File: src/rtl/sbt_pkg.sv
// Shared types for the serial bit tally block.
package sbt_pkg;
    typedef enum logic {
        MODE_SYNC = 1'b0,
        MODE_I2C  = 1'b1
    } sbt_mode_e;
endpackage

File: src/rtl/sbt_len_decode.sv
// Maps a length field and a mode to the number of bit slots in a frame.
// Assumes: zero means a full frame; I2C mode adds one acknowledge slot.
module sbt_len_decode #(
    parameter int FIELD_W = 3,
    localparam int CNT_W  = FIELD_W + 1
) (
    input  logic [FIELD_W-1:0] field,
    input  sbt_pkg::sbt_mode_e mode,
    output logic [CNT_W-1:0]   frame_len
);
    localparam logic [CNT_W-1:0] FULL_SYNC = CNT_W'(2 ** FIELD_W);
    localparam logic [CNT_W-1:0] FULL_I2C  = FULL_SYNC + CNT_W'(1);

    logic is_i2c;
    assign is_i2c = (mode == sbt_pkg::MODE_I2C);

    // Decode the wrap-around field into a slot count.
    always_comb begin
        if (field == '0) begin
            frame_len = is_i2c ? FULL_I2C : FULL_SYNC;
        end else begin
            frame_len = {1'b0, field} + (is_i2c ? CNT_W'(1) : CNT_W'(0));
        end
    end
endmodule

File: src/rtl/sbt_down_counter.sv
// Slot down-counter: loaded at frame start, decremented per bit strobe.
// Assumes: load_val is never zero; busy is derived from a non-zero count.
module sbt_down_counter #(
    parameter int CNT_W = 4
) (
    input  logic             clk,
    input  logic             rst_n,
    input  logic             load,
    input  logic [CNT_W-1:0] load_val,
    input  logic             dec,
    output logic [CNT_W-1:0] count,
    output logic             busy,
    output logic             last_slot,
    output logic             done
);
    assign busy      = (count != '0);
    assign last_slot = dec && (count == CNT_W'(1));

    // Load on idle start, count down while active, pulse done at zero.
    always_ff @(posedge clk) begin
        if (!rst_n) begin
            count <= '0;
            done  <= 1'b0;
        end else begin
            done <= last_slot;
            if (load && !busy) begin
                count <= load_val;
            end else if (dec && busy) begin
                count <= count - CNT_W'(1);
            end
        end
    end
endmodule

File: src/rtl/sbt_field_reg.sv
// Software length field with mode-dependent write qualification.
// Assumes: clear comes from the strobe that ends a frame.
module sbt_field_reg #(
    parameter int FIELD_W = 3
) (
    input  logic               clk,
    input  logic               rst_n,
    input  logic               wr_en,
    input  logic [FIELD_W-1:0] wr_data,
    input  sbt_pkg::sbt_mode_e mode,
    input  logic               scl_low,
    input  logic               busy,
    input  logic               start,
    input  logic               clear,
    output logic [FIELD_W-1:0] field
);
    logic accept;

    // Accept only I2C-mode writes between frames; non-zero needs SCL low.
    always_comb begin
        accept = wr_en && !busy && !start && (mode == sbt_pkg::MODE_I2C)
                 && ((wr_data == '0) || scl_low);
    end

    // Hold the field, clear it at frame end, load it on an accepted write.
    always_ff @(posedge clk) begin
        if (!rst_n) begin
            field <= '0;
        end else if (clear) begin
            field <= '0;
        end else if (accept) begin
            field <= wr_data;
        end
    end
endmodule

File: src/rtl/sbt_irq_gate.sv
// Transmit interrupt enable bit and the request gate.
// Assumes: tx_empty is supplied by the transmit data path.
module sbt_irq_gate (
    input  logic clk,
    input  logic rst_n,
    input  logic en_we,
    input  logic en_wd,
    input  logic tx_empty,
    output logic txi_req
);
    logic irq_en;

    // Store the software enable bit.
    always_ff @(posedge clk) begin
        if (!rst_n) begin
            irq_en <= 1'b0;
        end else if (en_we) begin
            irq_en <= en_wd;
        end
    end

    assign txi_req = tx_empty && irq_en;
endmodule

File: src/rtl/serial_bit_tally.sv
// Top of the serial bit tally: length field, slot counter, readback and
// transmit interrupt gate. Assumes the strobe inputs are one-cycle pulses
// that are synchronous to clk.
module serial_bit_tally #(
    parameter int FIELD_W = 3,
    localparam int CNT_W  = FIELD_W + 1
) (
    input  logic               clk,
    input  logic               rst_n,
    input  logic               mode_i2c,
    input  logic               scl_low,
    input  logic               cnt_wr_en,
    input  logic [FIELD_W-1:0] cnt_wr_data,
    input  logic               frame_start,
    input  logic               bit_strobe,
    input  logic               tx_empty,
    input  logic               irq_en_we,
    input  logic               irq_en_wd,
    output logic [FIELD_W-1:0] cnt_rd,
    output logic               frame_busy,
    output logic               frame_done,
    output logic               txi_req
);
    import sbt_pkg::*;

    sbt_mode_e          mode_live;
    sbt_mode_e          mode_q;
    logic [FIELD_W-1:0] field;
    logic [CNT_W-1:0]   frame_len;
    logic [CNT_W-1:0]   count;
    logic               busy;
    logic               last_slot;
    logic [CNT_W-1:0]   rd_wide;

    assign mode_live = mode_i2c ? MODE_I2C : MODE_SYNC;

    sbt_len_decode #(.FIELD_W(FIELD_W)) u_dec (
        .field     (field),
        .mode      (mode_live),
        .frame_len (frame_len)
    );

    sbt_down_counter #(.CNT_W(CNT_W)) u_cnt (
        .clk       (clk),
        .rst_n     (rst_n),
        .load      (frame_start),
        .load_val  (frame_len),
        .dec       (bit_strobe),
        .count     (count),
        .busy      (busy),
        .last_slot (last_slot),
        .done      (frame_done)
    );

    sbt_field_reg #(.FIELD_W(FIELD_W)) u_fld (
        .clk     (clk),
        .rst_n   (rst_n),
        .wr_en   (cnt_wr_en),
        .wr_data (cnt_wr_data),
        .mode    (mode_live),
        .scl_low (scl_low),
        .busy    (busy),
        .start   (frame_start),
        .clear   (last_slot),
        .field   (field)
    );

    sbt_irq_gate u_irq (
        .clk      (clk),
        .rst_n    (rst_n),
        .en_we    (irq_en_we),
        .en_wd    (irq_en_wd),
        .tx_empty (tx_empty),
        .txi_req  (txi_req)
    );

    // Capture the mode for the whole frame when an idle start arrives.
    always_ff @(posedge clk) begin
        if (!rst_n) begin
            mode_q <= MODE_SYNC;
        end else if (frame_start && !busy) begin
            mode_q <= mode_live;
        end
    end

    // Readback: the stored field when idle, the re-encoded count when active.
    always_comb begin
        rd_wide = (mode_q == MODE_I2C) ? (count - CNT_W'(1)) : count;
        cnt_rd  = busy ? rd_wide[FIELD_W-1:0] : field;
    end

    assign frame_busy = busy;
endmodule

File: config.mk
export PLATFORM = sky130hd
export DESIGN_NAME = serial_bit_tally
export DESIGN_NICKNAME = d
export VERILOG_FILES = /design/src/rtl/sbt_pkg.sv /design/src/rtl/sbt_len_decode.sv /design/src/rtl/sbt_down_counter.sv /design/src/rtl/sbt_field_reg.sv /design/src/rtl/sbt_irq_gate.sv /design/src/rtl/serial_bit_tally.sv
export SDC_FILE = /design/constraint.sdc
export NUM_CORES = 1
export LEC_CHECK = 0
export ABC_AREA = 1
export BUFFER_PORTS_ARGS = -buffer_cell sky130_fd_sc_hd__buf_2
export CAP_MARGIN = 20
export CORE_MARGIN = 2
export CORE_UTILIZATION = 50
export CTS_CLUSTER_DIAMETER = 150
export DETAILED_ROUTE_END_ITERATION = 7
export GPL_TIMING_DRIVEN = 0
export PLACE_DENSITY_LB_ADDON = 0.2
export SYNTH_ARGS = -nofsm -noshare
export SYNTH_HDL_FRONTEND = slang
export SYNTH_SLANG_ARGS = --single-unit
File: constraint.sdc
create_clock -name clk -period 1.4 [get_ports clk]
set_input_delay 0.21 -clock clk [delete_from_list [all_inputs] [get_ports clk]]
set_output_delay 0.21 -clock clk [all_outputs]
set_load 0.05 [all_outputs]
==> results.txt, run 1 <==
Internal power comes to 1.277 mW. In this run, the number of DRC markers left after iteration 0 of detailed routing was 22. The overall fraction of global-route tracks in use is 23.25%, and the slew at the pin closest to its max-slew limit is 0.2513 ns. After detailed routing, the average wire length per cell comes to 12.36 um.

19 I/O pins were placed. Net switching is 52.75% of the power. TritonCTS built the clock tree. The finished layout holds 158 standard cells, fillers aside. The critical path in this run is classified as flop to primary output. The combined flip-flop and latch cell area came out at 209.0 um^2. For this configuration, the core starts out at a cell density of 54.60%.

The max-cap violation count is 0. The terminus of the critical flop-to-flop path is u_cnt.count[3]. Data on the critical path arrives at its endpoint at 1.38 ns. Peak supply drop: 0.001063 V.

The count of inserted antenna diode cells was 0. The analysis attributes to net switching a power of 1.425 mW. The checks that failed: negative setup slack. After global routing the overflow that remains totals 0. The run gives 100 as the filler cell count. The synthesized design contains 10 register bits. The number of cells on the worst reg-to-reg path is 7.

The mapped netlist covers 728.2 um^2. Compared with the post-synthesis result, the final layout area differs by 44.50%. CTS placed an instance of clkbuf_4 at the clock tree root. The part of the total power dissipated in sequential elements is 17.6%, and the total instance count after detailed placement is 146.

For the total power after layout, the log shows 2.702 mW. Number of antenna violations at the first check in global routing: 0. The number of nets handed over by synthesis was 130. The number of endpoints with negative hold slack in the final report is 0, and the total half-perimeter wirelength after legalization and detailed placement is 1263 um.

The part of the Yosys area used for sequential elements is 27.49%. In this run the register-to-register setup slack is 0.06 ns. For the net total in the final layout, the log shows 162.

Clock tree synthesis found a total of 10 sinks. After routing, the total negative slack on setup checks comes to -0.4062 ns. The setup slack after layout was -0.1854 ns. The post-synthesis compound-gate area fraction is 9.966%, and the number of unique standard cell types used by synthesis is 19. The ratio of final minimum period to clock period was 113.2%; the clock-pin slew of the registers on the worst-case setup and hold paths was 0.06 ns.

Once placement finished, the instance area stood at 889.6 um^2. Via count: 859. The maximum fanout along the worst path is 5, and the deepest level of the CTS H-tree is 1. STA classifies the critical path endpoint as a primary output. At the end of routability-driven placement, the weighted congestion stood at 0.8436. The routed design has 1953 um of wire. The main combinational cell family by area after synthesis was simple AND/OR/NAND/NOR gates. The ratio of cells with drive above 1 in the final layout was 44.76%; the area of the multi-input gates was 554.3 um^2. After synthesis, the share of cell area in mux cells is 0%. A synthesized cell averages 6.444 um^2. The peak clock frequency supported by timing came out at 0.6308 GHz. Buffers placed on the I/O ports in this run total 18. The tools report the total of warnings raised by yosys as 0. The flow ran to the end, but the final reports show violations.

In this run the critical register-to-register path is launched from u_cnt.count[2]. The run gives 4 as the iteration count of the initial detailed-routing pass. TritonCTS created 3 clock buffers.

The worst hold path stage count is 2, and the number of standard-cell rows in the floorplan is 13. For the clock share of power, the log shows 7.3%. The startpoint class of the critical path was a flop.

The die extent in y came out at 42.16 um. The first global-routing pass estimated 3222 um of wire. For the data required time of the critical path, the log shows 1.19 ns. Between clock sinks in the finished design, the worst skew comes to 0.001464 ns.

For the buffer depth of the longest clock path, the log shows 2. The startpoint identified for the worst hold timing path is irq_en_we. The logs give 11 for the pin count of the biggest net entering global routing and 0 for the DRC violation count after routing.

The floorplan step defined a die boundary enclosing 1777 um^2. In this run the tightest slew margin relative to its limit is 83.36%. The residual antenna-violating net count after detailed routing came out at 0.

The run gives 3 as the number of endpoints failing setup at the final stage. Synthesis handed over a netlist of 113 instances. The number of global-route vias before repair is 814. Clock insertion delay at the later pin of the skew report: 0.26 ns.

The synthesized netlist devotes 0% of its cell area to XOR and XNOR gates. The combinational group share of total power was 75.1%; the time the worst path needs with I/O delays and setup was 1.585 ns. At the end of the flow the core is filled with cells to 78.89%. Of the total synthesized cell area, the portion taken by AND, OR, NAND and NOR gates is 46.74%. After Yosys synthesis, full adders, half adders and majority gates account for 6.873% of the synthesized area.

With fillers left out, the area of the finished cells amounts to 1052 um^2. The analysis attributes to cell leakage a power of 0.5202 nW. The number of max-slew violations in the final report was 0.

Power spread over the standard cell area amounts to 2568 nW/um^2. The area of the placeable core is 1334 um^2. Setup repair after global routing could not meet its margin everywhere. The floorplan step set the die width to 42.16 um. In the routed layout, each cell is associated on average with a via count of 5.437.

The end point of the worst hold path was u_irq.irq_en. For the hold-fix buffer count after cts, the log shows 0. The min-delay analysis places its worst path in the category input pin to flop.
## registers in the layout (all words and copies together), names as in the netlist
register / cells
mode_q: 1
u_cnt.done: 1
u_fld.field: 3
u_irq.irq_en: 1
u_cnt.count: 4
## layout make-up
type	instances	area share (%)
timing repair buffer	27	17.36
clock buffer	3	2.140
tap	15	1.784
multi-input combinational	86	52.68
sequential	10	19.86
inverter	17	6.183
## critical path: stages (launching register included)
cell     delay, ns
dfxtp_2       0.33
inv_2         0.08
ha_4          0.21
inv_2         0.05
nand2_2       0.07
nand2_2       0.06
nor2_4        0.10
o22ai_4       0.07
buf_6         0.15
## logic make-up (layout without fill, tap and decap cells)
group                      Yosys count  after routing
and+or+nand+nor                     68             68
AOI/OAI and AO/OA                   14             14
adders and majority gates            4              4
DFF                                 10             10
buffers and inverters               17             47
## Yosys cell counts, drive strengths merged
master / instances / area [um^2]
nand2: 29 / 128.9
nor2: 20 / 97.59
inv: 16 / 60.05
nand3: 16 / 92.59
dfxtp: 10 / 200.2
a21oi: 6 / 30.03
o21ai: 6 / 30.03
ha: 4 / 50.05
nand3b: 2 / 15.01
a31oi: 1 / 6.260
clkinv: 1 / 5.000
o22ai: 1 / 6.260
or2: 1 / 6.260
## cell usage in the layout (no fill, tap or decap), drive strengths merged
cell type	count
nand2	29
buf	27
nor2	20
nand3	16
inv	16
dfxtp	10
a21oi	6
o21ai	6
ha	4
clkbuf	3
nand3b	2
o22ai	1
a31oi	1
clkinv	1
or2	1
## layer usage
layer  part of all wire (%)  wire (um)  up-vias  global-route usage [%]
li1                       -          -      425                       -
met1                     39        766      382                   27.37
met2                     51        991       41                   40.62
met3                    6.1        119       11                   2.586
met4                    3.8         74        0                   12.50
met5                      0          0        -                       0
## metrics by stage
step           hold slack [ns]  setup slack (ns)
2_1_floorplan           0.3035         -0.005537
3_3_place_gp            0.3980          -0.09781
3_5_place_dp            0.4135           -0.1133
4_1_cts                 0.1312           -0.2009
5_1_grt                 0.1430           -0.2473
6_report                0.1314           -0.1854
## worst max path at each step
stage                        start        end  cells after the start
floorplan           u_cnt.count[0]  cnt_rd[2]                      5
global placement    u_cnt.count[0]  cnt_rd[2]                      8
detailed placement  u_cnt.count[0]  cnt_rd[2]                      8
CTS                 u_cnt.count[1]  cnt_rd[2]                      8
global route        u_cnt.count[0]  cnt_rd[2]                      8
finish              u_cnt.count[0]  cnt_rd[2]                      8
## timing repair
| item | in CTS | in global routing |
|---|---|---|
| pin swaps | 5 | 3 |
| buffers inserted | 6 | 3 |
| setup endpoints to repair | 4 | 6 |
| resized for setup | 19 | 10 |
## power groups by stage
stage	Clock, mW	Combinational [mW]	Sequential, mW
final	0.197	2.03	0.475
after global routing	0.216	2.15	0.487
after CTS	0.199	1.80	0.466
after detailed placement	0	1.52	0.458
after global placement	0	1.49	0.456
after floorplan	0	1.26	0.453
(Power assumes the default switching activity.)
==> run 2, diff against run 1 <==
--- a/config.mk
+++ b/config.mk
@@ -17,3 +17,4 @@
 export SYNTH_ARGS = -nofsm -noshare
 export SYNTH_HDL_FRONTEND = slang
 export SYNTH_SLANG_ARGS = --single-unit
+export TNS_END_PERCENT = 30
==> constraint.sdc (replaced) <==
create_clock -name clk -period 1.8 [get_ports clk]
set_input_delay 0.27 -clock clk [delete_from_list [all_inputs] [get_ports clk]]
set_output_delay 0.27 -clock clk [all_outputs]
set_load 0.05 [all_outputs]
==> run 2 against run 1 <==
Against the previous run:
- the run now ends clean
- clock-buffer cell count is the same
- worst setup slack better by 0.28 ns
- via count is 8.7% lower
- combinational power is 40% lower
- sequential share of layout area grew 2.2 points
- global-route usage fell by 2.3 points
- core utilization down 9.8 points
- first-iteration DRC count grew 64%
- flip-flop and latch count unchanged
- clock power decreased by 22%
- register-to-register slack improved by 0.31 ns
- sequential power decreased by 25%
- critical path type unchanged
- critical endpoint is now cnt_rd[1]
==> results.txt, run 2 (same netlist as run 1, synthesis figures left out) <==
The tools report the iteration count of the initial detailed-routing pass as 4 (unchanged). Net total in the final layout: 155 (-4.3%). The max-cap violation count was 0 (unchanged).

The logs give 0.0009444 V (-11%) for the peak supply drop and 1329 um (+5.2%) for the total half-perimeter wirelength after legalization and detailed placement. The number of DRC violations after detailed-routing iteration 0 was 36 (+64%); the routed via count divided by cell count was 5.192 (-4.5%). The logs give 1.53 ns (+0.34 ns) for the data required time of the critical path and 0 (unchanged) for the number of max-slew violations in the final report.

For the setup slack after layout, the log shows 0.08984 ns (+0.2752 ns). The critical path data arrival time came out at 1.44 ns (+0.06 ns). For the I/O pin count, the log shows 19 (unchanged). The last weighted congestion value of the routability-driven placer is 0.7946 (-5.8%), and the routed wirelength normalized by instance count is 11.66 um (-5.7%).

The run gives 11 (unchanged) as the pin count of the biggest net entering global routing. The global-route wire length before repair is 2918 um (-9.4%). The cell depth of the worst flop-to-flop path is 8 (+1), and the utilization of the core after routing is 69.04% (-9.8 points). Leaving out fill and tap cells, the most frequent cells in the layout are 25 x nand2_1, 16 x buf_2, 15 x nor2_1, 15 x nand3_1, 13 x inv_1. The pre-CTS setup slack was 0.06308 ns (+0.1764 ns). Setup repair after global routing left no endpoint under its margin. The largest registers in the layout are u_cnt.count (4), u_fld.field (3). The count of inserted antenna diode cells was 0 (unchanged).

The classification of the worst setup path is flop to primary output. The run finished with clean final reports. The library cell used most frequently in the layout, excluding fill and tap cells, is nand2_1. The worst hold path stage count was 2 (unchanged); the full die area was 1777 um^2 (unchanged). The run gives 20.97% (-2.3 points) as the overall fraction of global-route tracks in use.

The ratio of total power to cell area came out at 1878 nW/um^2 (-27%). The worst hold path class was input pin to flop. The slew at the pin closest to its max-slew limit is 0.2763 ns (+0.02505 ns), and the setup skew after layout is 0.008646 ns (+0.007182 ns). The tools report the static leakage as 0.4807 nW (-7.6%). The residual antenna-violating net count after detailed routing is 0 (unchanged), and the time the worst path needs with I/O delays and setup is 1.710 ns. The number of antenna violations at the first check in global routing was 0 (unchanged); the maximum fanout along the worst path was 6 (+1). The hold-fix buffer count after cts was 0 (unchanged).

The peak clock frequency supported by timing was 0.5847 GHz; the ratio of final minimum period to clock period was 95.01%. The ratio of cells with drive above 1 in the final layout is 31.62% (-13 points). The relative slew slack is 81.49% (-1.9 points), and the die extent in y is 42.16 um (unchanged).

The tools report the buffer type at the clock tree root as clkbuf_4. u_cnt.count holds more flip-flops than any other register. For the buffer depth of the longest clock path, the log shows 2 (unchanged).

The clock-pin slew of the registers on the worst-case setup and hold paths was 0.07 ns (about the same); the via count was 784 (-8.7%). The filler cell count came out at 128 (+28%). The run gives 202.7 um^2 (-3.0%) as the combined flip-flop and latch cell area.

The number of endpoints failing setup at the final stage came out at 0 (-3). The number of port buffers is 18 (unchanged), and the deepest level of the CTS H-tree is 1 (unchanged). The logs give 54.60% (unchanged) for the initial core utilization and 0.26 ns (about the same) for the clock insertion delay at the later pin of the skew report. The layout-stage area growth over the synthesis result is 26.46%. The tools report the number of endpoints with negative hold slack in the final report as 0 (unchanged). The number of global-route vias before repair came out at 706 (-13%).

The area of the placeable core is 1334 um^2 (unchanged). The run gives 10 (unchanged) as the number of sinks driven by the clock tree. The tools report the startpoint class of the critical path as a flop. TritonCTS built the clock tree. The tools report the category of the worst setup path capture point as a primary output. For the total congestion overflow after global routing, the log shows 0 (unchanged).

Number of standard-cell rows in the floorplan: 13 (unchanged). The flip-flop count of the largest register after layout was 4 (unchanged). The chip width came out at 42.16 um (unchanged). The tools report the area of the multi-input gates as 494.2 um^2 (-11%). The DRC violation count after routing is 0 (unchanged), and the clock buffer count from CTS is 3 (unchanged).

For the final wirelength, the log shows 1760 um (-9.9%).
-- run 2: layout make-up --
class	count	area share, %
inverter	17	7.065
tap	15	2.038
multi-input combinational	86	53.67
sequential	10	22.01
clock buffer	3	2.446
timing repair buffer	20	12.77
-- run 2: power by group --
part,internal [mW],switching (mW)
combinational,0.418,0.802
sequential,0.284,0.0728
clock,0.0770,0.0759
total,0.779,0.950
-- run 2: worst max-delay path, cell delays in order, from the launching register on --
cell and delay (ns):
dfxtp_2 0.33, inv_2 0.11, ha_4 0.22, nand2_1 0.06, o21ai_0 0.10, a21oi_2 0.19
buf_6 0.18
-- run 2: final timing paths --
| check | start | to | slack, ns |
|---|---|---|---|
| worst min-delay path | irq_en_we | u_irq.irq_en | 0.19 |
| worst max-delay path | u_cnt.count[0] | cnt_rd[1] | 0.09 |
| worst max register to register | u_cnt.count[0] | u_cnt.count[0] | 0.37 |
| worst min register to register | u_irq.irq_en | u_irq.irq_en | 0.55 |
-- run 2: through the flow --
stage	TNS (ns)	cell area, um^2	total power, mW	hold slack (ns)	cells
floorplan	-0.02603	738.2	1.187	0.3635	113
global placement	0	847.1	1.363	0.4614	146
detailed placement	0	847.1	1.393	0.4699	146
CTS	0	890.9	1.620	0.1863	149
global route	0	920.9	1.855	0.1941	151
finish	0	920.9	1.729	0.1880	151
-- run 2: what timing repair did --
| item | in CTS | in global routing |
|---|---|---|
| setup endpoints to repair | 3 | 3 |
| gates resized for setup | 6 | 5 |
| pin swaps | 0 | 1 |
| buffers inserted | 0 | 2 |
-- run 2: routing by layer --
metal	vias to the layer above	track usage, %	wire (um)
li1	407	-	-
met1	345	26.63	740
met2	28	36.00	887
met3	4	3.879	116
met4	0	5.625	14
met5	-	0	0
